==> config.mk <==
export PLATFORM = sky130hd
export DESIGN_NAME = io_bus_arbiter
export DESIGN_NICKNAME = d
export VERILOG_FILES = /design/src/rtl/io_bus_arb_pkg.sv /design/src/rtl/arb_req_qual.sv /design/src/rtl/arb_fixed_pick.sv /design/src/rtl/arb_rot_pick.sv /design/src/rtl/arb_start_reg.sv /design/src/rtl/io_bus_arbiter.sv
export SDC_FILE = /design/constraint.sdc
export NUM_CORES = 1
export LEC_CHECK = 0
export BUFFER_PORTS_ARGS = -buffer_cell sky130_fd_sc_hd__buf_2
export CAP_MARGIN = 20
export CORE_AREA = 2 2 49 63
export DETAILED_ROUTE_END_ITERATION = 8
export DIE_AREA = 0 0 51 65
export GPL_ROUTABILITY_DRIVEN = 0
export PLACE_DENSITY = 0.75
export SYNTH_ARGS = -nofsm -noshare
export SYNTH_HDL_FRONTEND = slang
export SYNTH_HIERARCHICAL = 1
export SYNTH_SLANG_ARGS = --single-unit
==> constraint.sdc <==
create_clock -name clk -period 5.1 [get_ports clk]
set_input_delay 1.53 -clock clk [delete_from_list [all_inputs] [get_ports clk]]
set_output_delay 1.53 -clock clk [all_outputs]
set_load 0.01 [all_outputs]
==> src/rtl/io_bus_arb_pkg.sv <==
package io_bus_arb_pkg;

   // Fixed slot positions of the non-DMA requesters.
   localparam int SLOT_CORE  = 0;
   localparam int SLOT_CHAIN = 5;
   localparam int SLOT_XDIR  = 6;

   // Maps a priority slot to its DMA channel, or -1 for a non-DMA slot.
   function automatic int slot_chan(input int slot);
      if (slot >= 1 && slot <= 4) return slot - 1;
      if (slot >= 7)              return slot - 3;
      return -1;
   endfunction

   // Inverse map: DMA channel to priority slot.
   function automatic int chan_slot(input int ch);
      return (ch < 4) ? ch + 1 : ch + 3;
   endfunction

endpackage

==> src/rtl/arb_req_qual.sv <==
module arb_req_qual
   import io_bus_arb_pkg::*;
#(
   parameter int NUM_CH        = 10,
   parameter bit HAS_MID_CHANS = 1'b1,
   localparam int NUM_SLOTS    = NUM_CH + 3
) (
   input  logic [NUM_SLOTS-1:0] req_i,
   input  logic [NUM_CH-1:0]    chan_en_i,
   output logic [NUM_SLOTS-1:0] elig_o
);

   for (genvar s = 0; s < NUM_SLOTS; s++) begin : g_slot
      localparam int CH = slot_chan(s);
      if (CH < 0) begin : g_free
         assign elig_o[s] = req_i[s];
      end else if (!HAS_MID_CHANS && (CH == 4 || CH == 5)) begin : g_gone
         assign elig_o[s] = 1'b0;
      end else begin : g_dma
         assign elig_o[s] = req_i[s] & chan_en_i[CH];
      end
   end

endmodule

==> src/rtl/arb_fixed_pick.sv <==
module arb_fixed_pick #(
   parameter int W   = 9,
   localparam int IW = (W > 1) ? $clog2(W) : 1
) (
   input  logic [W-1:0]  req_i,
   output logic [W-1:0]  gnt_o,
   output logic [IW-1:0] idx_o,
   output logic          any_o
);

   always_comb begin
      gnt_o = '0;
      idx_o = '0;
      for (int i = W - 1; i >= 0; i--) begin
         if (req_i[i]) begin
            gnt_o    = '0;
            gnt_o[i] = 1'b1;
            idx_o    = IW'(i);
         end
      end
   end

   assign any_o = |req_i;

endmodule

==> src/rtl/arb_rot_pick.sv <==
module arb_rot_pick #(
   parameter int W   = 4,
   localparam int IW = $clog2(W)
) (
   input  logic [W-1:0]  req_i,
   input  logic [IW-1:0] top_i,
   output logic [W-1:0]  gnt_o,
   output logic [IW-1:0] idx_o,
   output logic          any_o
);

   logic [IW-1:0] m;

   always_comb begin
      gnt_o = '0;
      idx_o = '0;
      m     = '0;
      for (int k = W - 1; k >= 0; k--) begin
         m = top_i + IW'(k);
         if (req_i[m]) begin
            gnt_o    = '0;
            gnt_o[m] = 1'b1;
            idx_o    = m;
         end
      end
   end

   assign any_o = |req_i;

endmodule

==> src/rtl/arb_start_reg.sv <==
module arb_start_reg #(
   parameter int W   = 13,
   localparam int IW = $clog2(W)
) (
   input  logic          clk,
   input  logic          rst_n,
   input  logic [W-1:0]  gnt_i,
   output logic          start_o,
   output logic [IW-1:0] start_idx_o
);

   logic [IW-1:0] enc;

   always_comb begin
      enc = '0;
      for (int i = 0; i < W; i++) begin
         if (gnt_i[i]) enc = IW'(i);
      end
   end

   always_ff @(posedge clk) begin
      if (!rst_n) begin
         start_o     <= 1'b0;
         start_idx_o <= '0;
      end else begin
         start_o     <= |gnt_i;
         start_idx_o <= enc;
      end
   end

endmodule

==> src/rtl/io_bus_arbiter.sv <==
module io_bus_arbiter #(
   parameter int NUM_CH        = 10,
   parameter int GRP_N         = 4,
   parameter bit HAS_MID_CHANS = 1'b1,
   parameter bit ROT_SUPPORT   = 1'b1,
   localparam int NUM_SLOTS    = NUM_CH + 3,
   localparam int SLOT_W       = $clog2(NUM_SLOTS)
) (
   input  logic                 clk,
   input  logic                 rst_n,
   input  logic [NUM_SLOTS-1:0] req_i,
   input  logic [NUM_CH-1:0]    chan_en_i,
   input  logic                 rotate_en_i,
   output logic [NUM_SLOTS-1:0] grant_o,
   output logic                 start_o,
   output logic [SLOT_W-1:0]    start_idx_o
);

   localparam int GRP_BASE = NUM_SLOTS - GRP_N;
   localparam int UP_W     = GRP_BASE;
   localparam int UP_IW    = $clog2(UP_W);
   localparam int PTR_W    = $clog2(GRP_N);

   if (NUM_CH != 10) begin : g_chk_ch
      $error("io_bus_arbiter: slot layout needs NUM_CH == 10");
   end
   if (GRP_N != 4) begin : g_chk_grp
      $error("io_bus_arbiter: round-robin group must hold channels 6..9");
   end
   if ((1 << PTR_W) != GRP_N) begin : g_chk_pow2
      $error("io_bus_arbiter: GRP_N must be a power of two");
   end

   logic [NUM_SLOTS-1:0] elig;
   logic [UP_W-1:0]      up_gnt;
   logic [UP_IW-1:0]     up_idx;
   logic                 up_any;
   logic [GRP_N-1:0]     grp_gnt;
   logic [PTR_W-1:0]     grp_idx;
   logic                 grp_any;

   arb_req_qual #(
      .NUM_CH        (NUM_CH),
      .HAS_MID_CHANS (HAS_MID_CHANS)
   ) u_qual (
      .req_i     (req_i),
      .chan_en_i (chan_en_i),
      .elig_o    (elig)
   );

   arb_fixed_pick #(.W(UP_W)) u_up_pick (
      .req_i (elig[UP_W-1:0]),
      .gnt_o (up_gnt),
      .idx_o (up_idx),
      .any_o (up_any)
   );

   if (ROT_SUPPORT) begin : g_rot
      logic [PTR_W-1:0] ptr_q;
      logic [PTR_W-1:0] top;

      assign top = rotate_en_i ? ptr_q : '0;

      arb_rot_pick #(.W(GRP_N)) u_grp_pick (
         .req_i (elig[NUM_SLOTS-1:GRP_BASE]),
         .top_i (top),
         .gnt_o (grp_gnt),
         .idx_o (grp_idx),
         .any_o (grp_any)
      );

      always_ff @(posedge clk) begin
         if (!rst_n) begin
            ptr_q <= '0;
         end else if (rotate_en_i && !up_any && grp_any) begin
            ptr_q <= grp_idx + PTR_W'(1);
         end
      end
   end else begin : g_fix
      arb_fixed_pick #(.W(GRP_N)) u_grp_pick (
         .req_i (elig[NUM_SLOTS-1:GRP_BASE]),
         .gnt_o (grp_gnt),
         .idx_o (grp_idx),
         .any_o (grp_any)
      );
   end

   assign grant_o = up_any ? {{GRP_N{1'b0}}, up_gnt}
                           : {grp_gnt, {UP_W{1'b0}}};

   arb_start_reg #(.W(NUM_SLOTS)) u_start (
      .clk         (clk),
      .rst_n       (rst_n),
      .gnt_i       (grant_o),
      .start_o     (start_o),
      .start_idx_o (start_idx_o)
   );

endmodule

Yosys cells after proc, flatten, opt, wreduce, memory -nomap -nowiden --
Cells that the tools add are included.
Operators by class: $add $sub $neg 4, magnitude comparators 8, mux-type cells 47, bitwise operators 11, reduce and logical (&&, ||, !) cells 11
Operators by type and width (number):
- 9-bit 2-to-1 mux | 9
- 4-bit 2-to-1 mux | 9
- 2-bit 2-to-1 mux | 7
- 13-bit 2-to-1 mux | 1
- 13-bit OR reduction | 1
- 2-bit by 3-bit less-than comparator with 1-bit output, second input constant | 4
- 3-bit 2-to-1 mux | 4
- 1-bit bitwise AND | 10
- 1-bit 2-to-1 mux | 9
- 9-bit OR reduction | 1
- 1-bit binary-select mux with 2-bit select | 4
- 1-bit demux with 2-bit select | 4
- 2-bit by 1-bit greater-or-equal comparator with 1-bit output, second input constant | 4
- 1-bit logical AND | 6
- 2-bit by 1-bit adder with 2-bit output, second input constant | 2
- 2-bit adder, second input constant | 2
- 4-bit OR reduction | 1
- 2-bit OR reduction | 1
- 1-bit logical NOT | 1
- 1-bit NOT | 1
Storage, ports and cells: flip-flop bits (word level) 7, output and inout bits 18

Logic depth before layout (Yosys ltp) --
Gate-level depths: netlist of the first run.
word-level depth 23, depth in mapped cells 15

Hierarchy --
The synthesis of the first run kept the hierarchy.
Modules (own cells, without submodules):
- arb_rot_pick | times used 1, cells each 67, area each 495.5 sq um
- arb_start_reg | times used 1, cells each 30, area each 234.0 sq um
- io_bus_arbiter | times used 1, cells each 24, area each 190.2 sq um
- arb_fixed_pick | times used 1, cells each 26, area each 176.4 sq um
- arb_req_qual | times used 1, cells each 13, area each 85.1 sq um

Worst setup path after synthesis of the first run --
Ideal clock, no wire load.
path type input to output, start in rotate_en_i, end out grant_o[10], arrival time 3.693 ns, setup slack -0.123 ns, stages on the path 11, buffers on the path 3, path through and2_1 buf_6 buf_2 inv_1 ha_1 clkbuf_1 mux4_2 nor2b_4 a221oi_1 a21oi_1 nor2b_1
Between the ends: cells in the longest elaborated chain, start to end 11
RTL lines:
- from (decl) | RTL line io_bus_arbiter.sv:13 | input logic rotate_en_i,
- 2-bit 2-to-1 mux (*) | RTL line io_bus_arbiter.sv:62 | assign top = rotate_en_i ? ptr_q : '0;
- 2-bit adder | RTL line arb_rot_pick.sv:19 | m = top_i + IW'(k);
- 2-bit by 3-bit less-than comparator with 1-bit output (not written as such) or 2-bit by 1-bit greater-or-equal comparator with 1-bit output (tied branches) | RTL line arb_rot_pick.sv:22 | gnt_o[m] = 1'b1;
- 1-bit logical AND (not written as such) | RTL line arb_rot_pick.sv:22
- 1-bit 2-to-1 mux (not written as such) | RTL line arb_rot_pick.sv:22
- 1-bit demux with 2-bit select
- 4-bit 2-to-1 mux (3 in a row) | RTL line arb_rot_pick.sv:20 | if (req_i[m]) begin
- 4-bit 2-to-1 mux (*) | RTL line arb_rot_pick.sv:20
- via grp_gnt[1] | RTL line io_bus_arbiter.sv:38 | logic [GRP_N-1:0] grp_gnt;
- 13-bit 2-to-1 mux (*) | RTL line io_bus_arbiter.sv:88 | assign grant_o = up_any ? {{GRP_N{1'b0}}, up_gnt}
- to (decl) | RTL line io_bus_arbiter.sv:14 | output logic [NUM_SLOTS-1:0] grant_o,
Mark *: on every way through the listed nets, which the timed path passes. The rest lies on a longest branch. The select of a mux whose other input is x is not followed.

Worst setup path in the final report of the first run --
start in rotate_en_i, end out grant_o[9]
Between the ends: cells in the longest elaborated chain, start to end 11
RTL lines:
- 2-bit 2-to-1 mux (*) | RTL line io_bus_arbiter.sv:62
- via g_rot.top[0] | RTL line io_bus_arbiter.sv:60 | logic [PTR_W-1:0] top;
- 2-bit adder | RTL line arb_rot_pick.sv:19
- 2-bit by 3-bit less-than comparator with 1-bit output (not written as such) or 2-bit by 1-bit greater-or-equal comparator with 1-bit output (tied branches) | RTL line arb_rot_pick.sv:22
- 1-bit logical AND (not written as such) | RTL line arb_rot_pick.sv:22
- 1-bit 2-to-1 mux (not written as such) | RTL line arb_rot_pick.sv:22
- 1-bit demux with 2-bit select
- 4-bit 2-to-1 mux (3 in a row) | RTL line arb_rot_pick.sv:20
- 4-bit 2-to-1 mux (*) | RTL line arb_rot_pick.sv:20
- via grp_gnt[0] | RTL line io_bus_arbiter.sv:38
- 13-bit 2-to-1 mux (*) | RTL line io_bus_arbiter.sv:88
Marked as above.

==> results.md, run 1 <==
- Share of cells above drive strength 1: 35.0%
- Switching share of power: 31.7%
- GRT Residual Overflow: 0
- R2R setup slack: 2.49 ns
- IO Pins: 44
- Hold_buf cts: 0
- Final nets: 232
- Mean Syn Cell Area: 7.40 sq um
- Power Density: 122 nW/um^2
- Hold_ws: 0.495 ns
- Switch Pwr: 54.5 uW
- Clk root buf: clkbuf_4
- Highest Clock Rate: 202 MHz
- Routed Wire Length: 2.79 mm
- CTS H-tree lvls: 1
- Tcrit/Tclk final: 97.2%
- Worst path slowest cell: mux4_2
- Max cap viols: 0
- CTS Buf Count: 3
- Clock Skew: 0.000304 ns
- CP Launch Type: input port
- Antenna diodes: 0
- Die area: 3320 sq um
- Vias per cell: 5.15
- Residual DRC: 0
- Largest net degree at the start of global routing: 15
- Reg-to-Reg Start: g_rot.ptr_q[0]
- Detailed Place HPWL: 2.27 mm
- Unrepaired setup endpoints after global routing: false
- Relative slew slack: 70.9%
- DR iter-0 viols: 40
- First-pass GRT wire length: 4.62 mm
- Post-Syn Instances: 153
- Clk pwr share: 29.8%
- CP Max Fanout: 13
- CTS tree: built
- Most common cell on crit path: buf_2
- Num rows: 22
- Core ar.: 2780 sq um
- Leakage: 0.000696 uW
- Mapped Nets: 187
- Worst slew pin tran: 0.425 ns
- Min Tclk post-route: 4.96 ns
- Vias in the first global route: 1178
- Max-slew violations: 0
- Global routing usage on met1: 18.1%
- Setup violations, final: 0
- Worst min path class: reg -> reg
- Total power draw: 172 uW
- Clock latency on the worst-skew pair: 0.25 ns
- Critical path, cell by cell: buf_2 -> and2_4 -> inv_1 -> ha_1 -> mux4_2 -> a221oi_1 -> a21oi_1 -> and2b_2 -> buf_2
- Via count: 1201
- Global Route Usage Sum: 18.1%
- TNS Setup: 0 ns
- Postcts setup bufs: 0
- CP required: 3.57 ns
- CTS Buffer Depth: 2
- Die Height: 65 um
- Design area: 1410 sq um
- R2r endpoint: u_start/start_o
- CTS resizes: 0
- Layout fillers: 282
- IO buf count: 43
- Starting density of the core: 40.7%
- Setup crit end: grant_o[9]
- Number of clock sinks: 7
- Wire per inst: 12.0 um
- P_int: 117 uW
- Slowest cell delay on critical path: 0.39 ns
- Area Growth Syn to Fin: 24.3%
- Synth warn: 6
- Logic pwr share: 36.4%
- Clock Pin Slew Worst Setup and Hold Paths: 0.05 ns
- Reg power frac: 33.8%
- R2R depth: 11
- Met2 GRT Util: 34.9%
- Worst Path Arrival: 3.43 ns
- Fin. Hold Viols: 0
- Antenna-violating nets left: 0
- Met3 Resource Use GR: 0.691%
- Status: complete, no violations
- Worst hold path depth: 1
- Crit Path Class: in -> out
- CP endpoint kind: output port
- Critical Path Start: rotate_en_i
- Antenna violations before repair: 0
- Cell Area, Placed: 1380 sq um
- Iteration count of the initial detailed-routing pass: 4
- Area of the mapped netlist: 1130 sq um
- Die X: 51 um
- Busiest grt layer: met2
- Peak supply drop: 0.0000916 V
## worst min-delay path by stage
| stage | start | to |
|---|---|---|
| 2_1_floorplan | g_rot.ptr_q[1] | g_rot.ptr_q[1] |
| 5_1_grt | g_rot.ptr_q[1] | g_rot.ptr_q[1] |
| 4_1_cts | g_rot.ptr_q[1] | g_rot.ptr_q[1] |
| 6_report | g_rot.ptr_q[1] | g_rot.ptr_q[1] |
| 3_3_place_gp | g_rot.ptr_q[1] | g_rot.ptr_q[1] |
| 3_5_place_dp | g_rot.ptr_q[1] | g_rot.ptr_q[1] |
## state kept, by name, summed over array words and instances (netlist names)
register             flops
g_rot.ptr_q              2
u_start/start_o          1
u_start/start_idx_o      4
## layer usage
metal  routed length [um]  part of all wire [%]
met5                    0                     0
met4                   55                   2.0
met3                   91                   3.3
met2                 1520                    55
met1                 1110                    40
## layout by cell type (no fill, tap or decap), drive strengths merged, types with 2 or more instances in the layout
cell type and instances:
nand2b 2, and2b 4, mux2 3, ha 8, nand3 4, clkbuf 4
nor2b 5, a221oi 4, o211a 2, buf 48, mux4 3, nor2 25
inv 11, nand2 8, nor4 4, nor3b 3, nor3 2, a21oi 8
and2 23, o21ai 5, dfxtp 7
## power by group through the flow
stage | clock, uW | combinational [uW] | sequential [uW]
after global placement | 0 | 61.3 | 59.1
after floorplan | 0 | 42.2 | 60.3
final | 51.1 | 62.5 | 58.0
after global routing | 54.2 | 69.4 | 58.1
after CTS | 53.6 | 62.5 | 58.0
after detailed placement | 0 | 62.1 | 59.2
## critical path: cells and delay by family
| family | cells | cell delay (ns) |
|---|---|---|
| and+or+nand+nor | 2 | 0.44 |
| AOI/OAI and AO/OA | 2 | 0.45 |
| adders and majority gates | 1 | 0.31 |
| buffers and inverters | 3 | 0.30 |
| muxes | 1 | 0.39 |
## metrics by stage
| stage | std cells | setup slack (ns) | utilization [%] |
|---|---|---|---|
| 2_1_floorplan | 153 | 0.0759 | - |
| 3_3_place_gp | 229 | 0.212 | 49.7 |
| 3_5_place_dp | 229 | 0.186 | 49.7 |
| 4_1_cts | 233 | 0.182 | 50.6 |
| 5_1_grt | 233 | 0.0111 | 50.6 |
| 6_report | 233 | 0.142 | 50.6 |
## cell type report
cell class / count / area [sq um] / share of cell area (%)
multi-input cells: 127 / 902 / 64.1
well taps: 36 / 45.0 / 3.20
repair buffers: 48 / 253 / 18.0
flip-flops and latches: 7 / 140 / 9.96
inverters: 11 / 41.3 / 2.93
clock buffers: 4 / 26.3 / 1.87
No activity file was read; power rests on OpenSTA's default activity.
==> inputs of run 2 (changes only) <==
--- a/config.mk
+++ b/config.mk
@@ -5,13 +5,15 @@
 export SDC_FILE = /design/constraint.sdc
 export NUM_CORES = 1
 export LEC_CHECK = 0
+export ABC_AREA = 1
 export BUFFER_PORTS_ARGS = -buffer_cell sky130_fd_sc_hd__buf_2
 export CAP_MARGIN = 20
-export CORE_AREA = 2 2 49 63
+export CORE_AREA = 2 2 51 64
 export DETAILED_ROUTE_END_ITERATION = 8
-export DIE_AREA = 0 0 51 65
+export DIE_AREA = 0 0 53 66
 export GPL_ROUTABILITY_DRIVEN = 0
-export PLACE_DENSITY = 0.75
+export HOLD_SLACK_MARGIN = 0.05
+export PLACE_DENSITY = 0.74
 export SYNTH_ARGS = -nofsm -noshare
 export SYNTH_HDL_FRONTEND = slang
 export SYNTH_HIERARCHICAL = 1
==> run 2 against run 1 <==
Sequential power about the same. Largest power group unchanged. Register-to-register slack improved by 0.31 ns. Critical path depth increased by 7. Non-clock buffer count decreased by 3.
==> results.md, run 2 <==
- Status: complete, no violations
- Wire per inst: 8.01 um (-33%)
- Clock Pin Slew Worst Setup and Hold Paths: 0.05 ns (about the same)
- CP Max Fanout: 8 (-5)
- Number of clock sinks: 7 (unchanged)
- CP Launch Type: input port
- Hold_ws: 0.504 ns (+0.00931 ns)
- Most frequent cells in the layout: nand2_1, inv_1, buf_2
- Antenna-violating nets left: 0 (unchanged)
- Vias in the first global route: 1116 (-5.3%)
- CTS Buf Count: 3 (unchanged)
- Critical path buffers and inverters: 7 (+4)
- Biggest regs: u_start/start_idx_o x4, g_rot.ptr_q x2, u_start/start_o x1
- Peak supply drop: 0.0000915 V (-0.11%)
- Core ar.: 2890 sq um (+4.0%)
- Final nets: 303 (+31%)
- Worst path slowest cell: ha_1
- Share of cells above drive strength 1: 29.1% (-5.9 points)
- Post-Syn Instances: 224 (+46%)
- Crit Path Class: in -> out
- Area Growth Syn to Fin: 22.1%
- Detailed Place HPWL: 2.11 mm (-7.1%)
- Most common cell on crit path: nor2_1
- Worst Path Arrival: 3.26 ns (-0.17 ns)
- Mean Syn Cell Area: 5.34 sq um (-28%)
- Antenna violations before repair: 0 (unchanged)
- CP required: 3.57 ns (about the same)
- Starting density of the core: 41.4% (+0.66 points)
- Layout fillers: 332 (+18%)
- Setup violations, final: 0 (unchanged)
- Critical path, cell by cell: buf_2 -> nand2_1 -> inv_2 -> inv_1 -> ha_1 -> inv_1 -> nand3_2 -> nand2_4 -> inv_2 -> nand2_1 -> nor2_1 -> nor2_1 -> nor2_1 -> inv_1 -> nor2_1 -> buf_2
- Clock Skew: 0.00411 ns (+0.00381 ns)
- Clock latency on the worst-skew pair: 0.25 ns (about the same)
- Synth warn: 6 (unchanged)
- Die area: 3500 sq um (+5.5%)
- CTS H-tree lvls: 1 (unchanged)
- Tcrit/Tclk final: 93.8% (-3.4 points)
- Unrepaired setup endpoints after global routing: false
- Power Density: 119 nW/um^2 (-2.1%)
- CTS tree: built
- GRT Residual Overflow: 0 (unchanged)
- Iteration count of the initial detailed-routing pass: 4 (unchanged)
- Antenna diodes: 0 (unchanged)
- Leakage: 0.000939 uW (+35%)
- Footprint of the multi-input gates: 797 sq um (-12%)
- IO buf count: 43 (unchanged)
- Die X: 53 um (+3.9%)
- Worst min path class: reg -> reg
- Reg with most FFs: u_start/start_idx_o
- Num rows: 22 (unchanged)
- Max reg flops: 4 (unchanged)
- Reg area: 140 sq um (unchanged)
- Worst path top cell family by delay: simple AND/OR/NAND/NOR gates
- Fin. Hold Viols: 0 (unchanged)
- Highest Clock Rate: 209 MHz (+3.6%)
- Relative slew slack: 68.2% (-2.7 points)
- Max cap viols: 0 (unchanged)
- CTS Buffer Depth: 2 (unchanged)
- Die Height: 66 um (+1.5%)
- Worst slew pin tran: 0.476 ns (+0.0517 ns)
- Area of the mapped netlist: 1200 sq um (+5.6%)
- Global Route Usage Sum: 15.2% (-2.8 points)
- IO Pins: 44 (unchanged)
- First-pass GRT wire length: 4.25 mm (-7.9%)
- Clk root buf: clkbuf_4
- Routed Wire Length: 2.44 mm (-13%)
- DR iter-0 viols: 27 (-33%)
- Slowest cell delay on critical path: 0.32 ns (-0.07 ns)
- Mapped Nets: 258 (+38%)
- Vias per cell: 4.27 (-17%)
- Largest net degree at the start of global routing: 15 (unchanged)
- TNS Setup: 0 ns (unchanged)
- Residual DRC: 0 (unchanged)
- Most common cell after layout, fill and taps aside: nand2_1
- Max-slew violations: 0 (unchanged)
- Via count: 1297 (+8.0%)
- Min Tclk post-route: 4.79 ns (-0.172 ns)
- CP endpoint kind: output port
run 2: cell count changes in the layout (fill, tap and decap cells not counted), sizes merged, moves of 4 or more:
cell	delta
a221oi	-4
and2	-23
and2b	-4
inv	+48
nand2	+62
nand3	+15
nor2	+9
nor2b	-5
run 2: final cells by class:
class,instances,area share (%)
Multi-Input combinational cell,153,54.6
Timing Repair Buffer,45,15.8
Inverter,59,15.2
Sequential cell,7,9.60
Tap cell,36,3.08
Clock buffer,4,1.80
run 2: per-stage QoR:
| step | cells | total power, uW | utilization, % | area (sq um) | setup WS, ns |
|---|---|---|---|---|---|
| after floorplan | 224 | 109 | - | 1200 | 0.476 |
| final | 304 | 174 | 50.5 | 1460 | 0.314 |
| after global placement | 300 | 126 | 49.6 | 1430 | 0.306 |
| after detailed placement | 300 | 127 | 49.6 | 1430 | 0.243 |
| after CTS | 304 | 177 | 50.5 | 1460 | 0.230 |
| after global routing | 304 | 192 | 50.5 | 1460 | 0.0660 |
run 2: layer usage:
| layer | wire (um) | part of all wire (%) | vias to the layer above | GRT usage [%] |
|---|---|---|---|---|
| li1 | - | - | 742 | - |
| met1 | 1110 | 46 | 536 | 19.0 |
| met2 | 1240 | 51 | 19 | 28.0 |
| met3 | 81 | 3.3 | 0 | 0 |
| met4 | 0 | 0 | 0 | 4.49 |
| met5 | 0 | 0 | - | 0 |
run 2: path summary, 6_finish.rpt:
check,slack (ns),start,depth (start not counted),to
setup reg to reg,2.80,g_rot.ptr_q[1],18,u_start/start_o
hold / removal,0.50,g_rot.ptr_q[0],2,g_rot.ptr_q[0]
hold reg to reg,0.50,g_rot.ptr_q[0],2,g_rot.ptr_q[0]
setup / recovery,0.31,rotate_en_i,16,grant_o[12]
run 2: tightest hold or removal path, cell delays in order, from the launching register on:
cell and delay (ns):
dfxtp_1 0.33, nor2_1 0.06, nor2_2 0.08
run 2: repair_timing:
| item | 4_1_cts | 5_1_grt |
|---|---|---|
| setup endpoints to repair | 0 | 2 |
| setup buffers | 0 | 0 |
| hold buffers | 0 | 0 |
| resized for setup | 0 | 1 |
run 2: power by group:
group / leakage, uW / internal (uW) / total (uW) / switching (uW)
combinational: 0.000867 / 27.4 / 67.6 / 40.2
clock: 0.0000150 / 29.8 / 48.8 / 19.0
sequential: 0.0000571 / 57.3 / 57.8 / 0.541
total: 0.000939 / 114 / 174 / 59.7
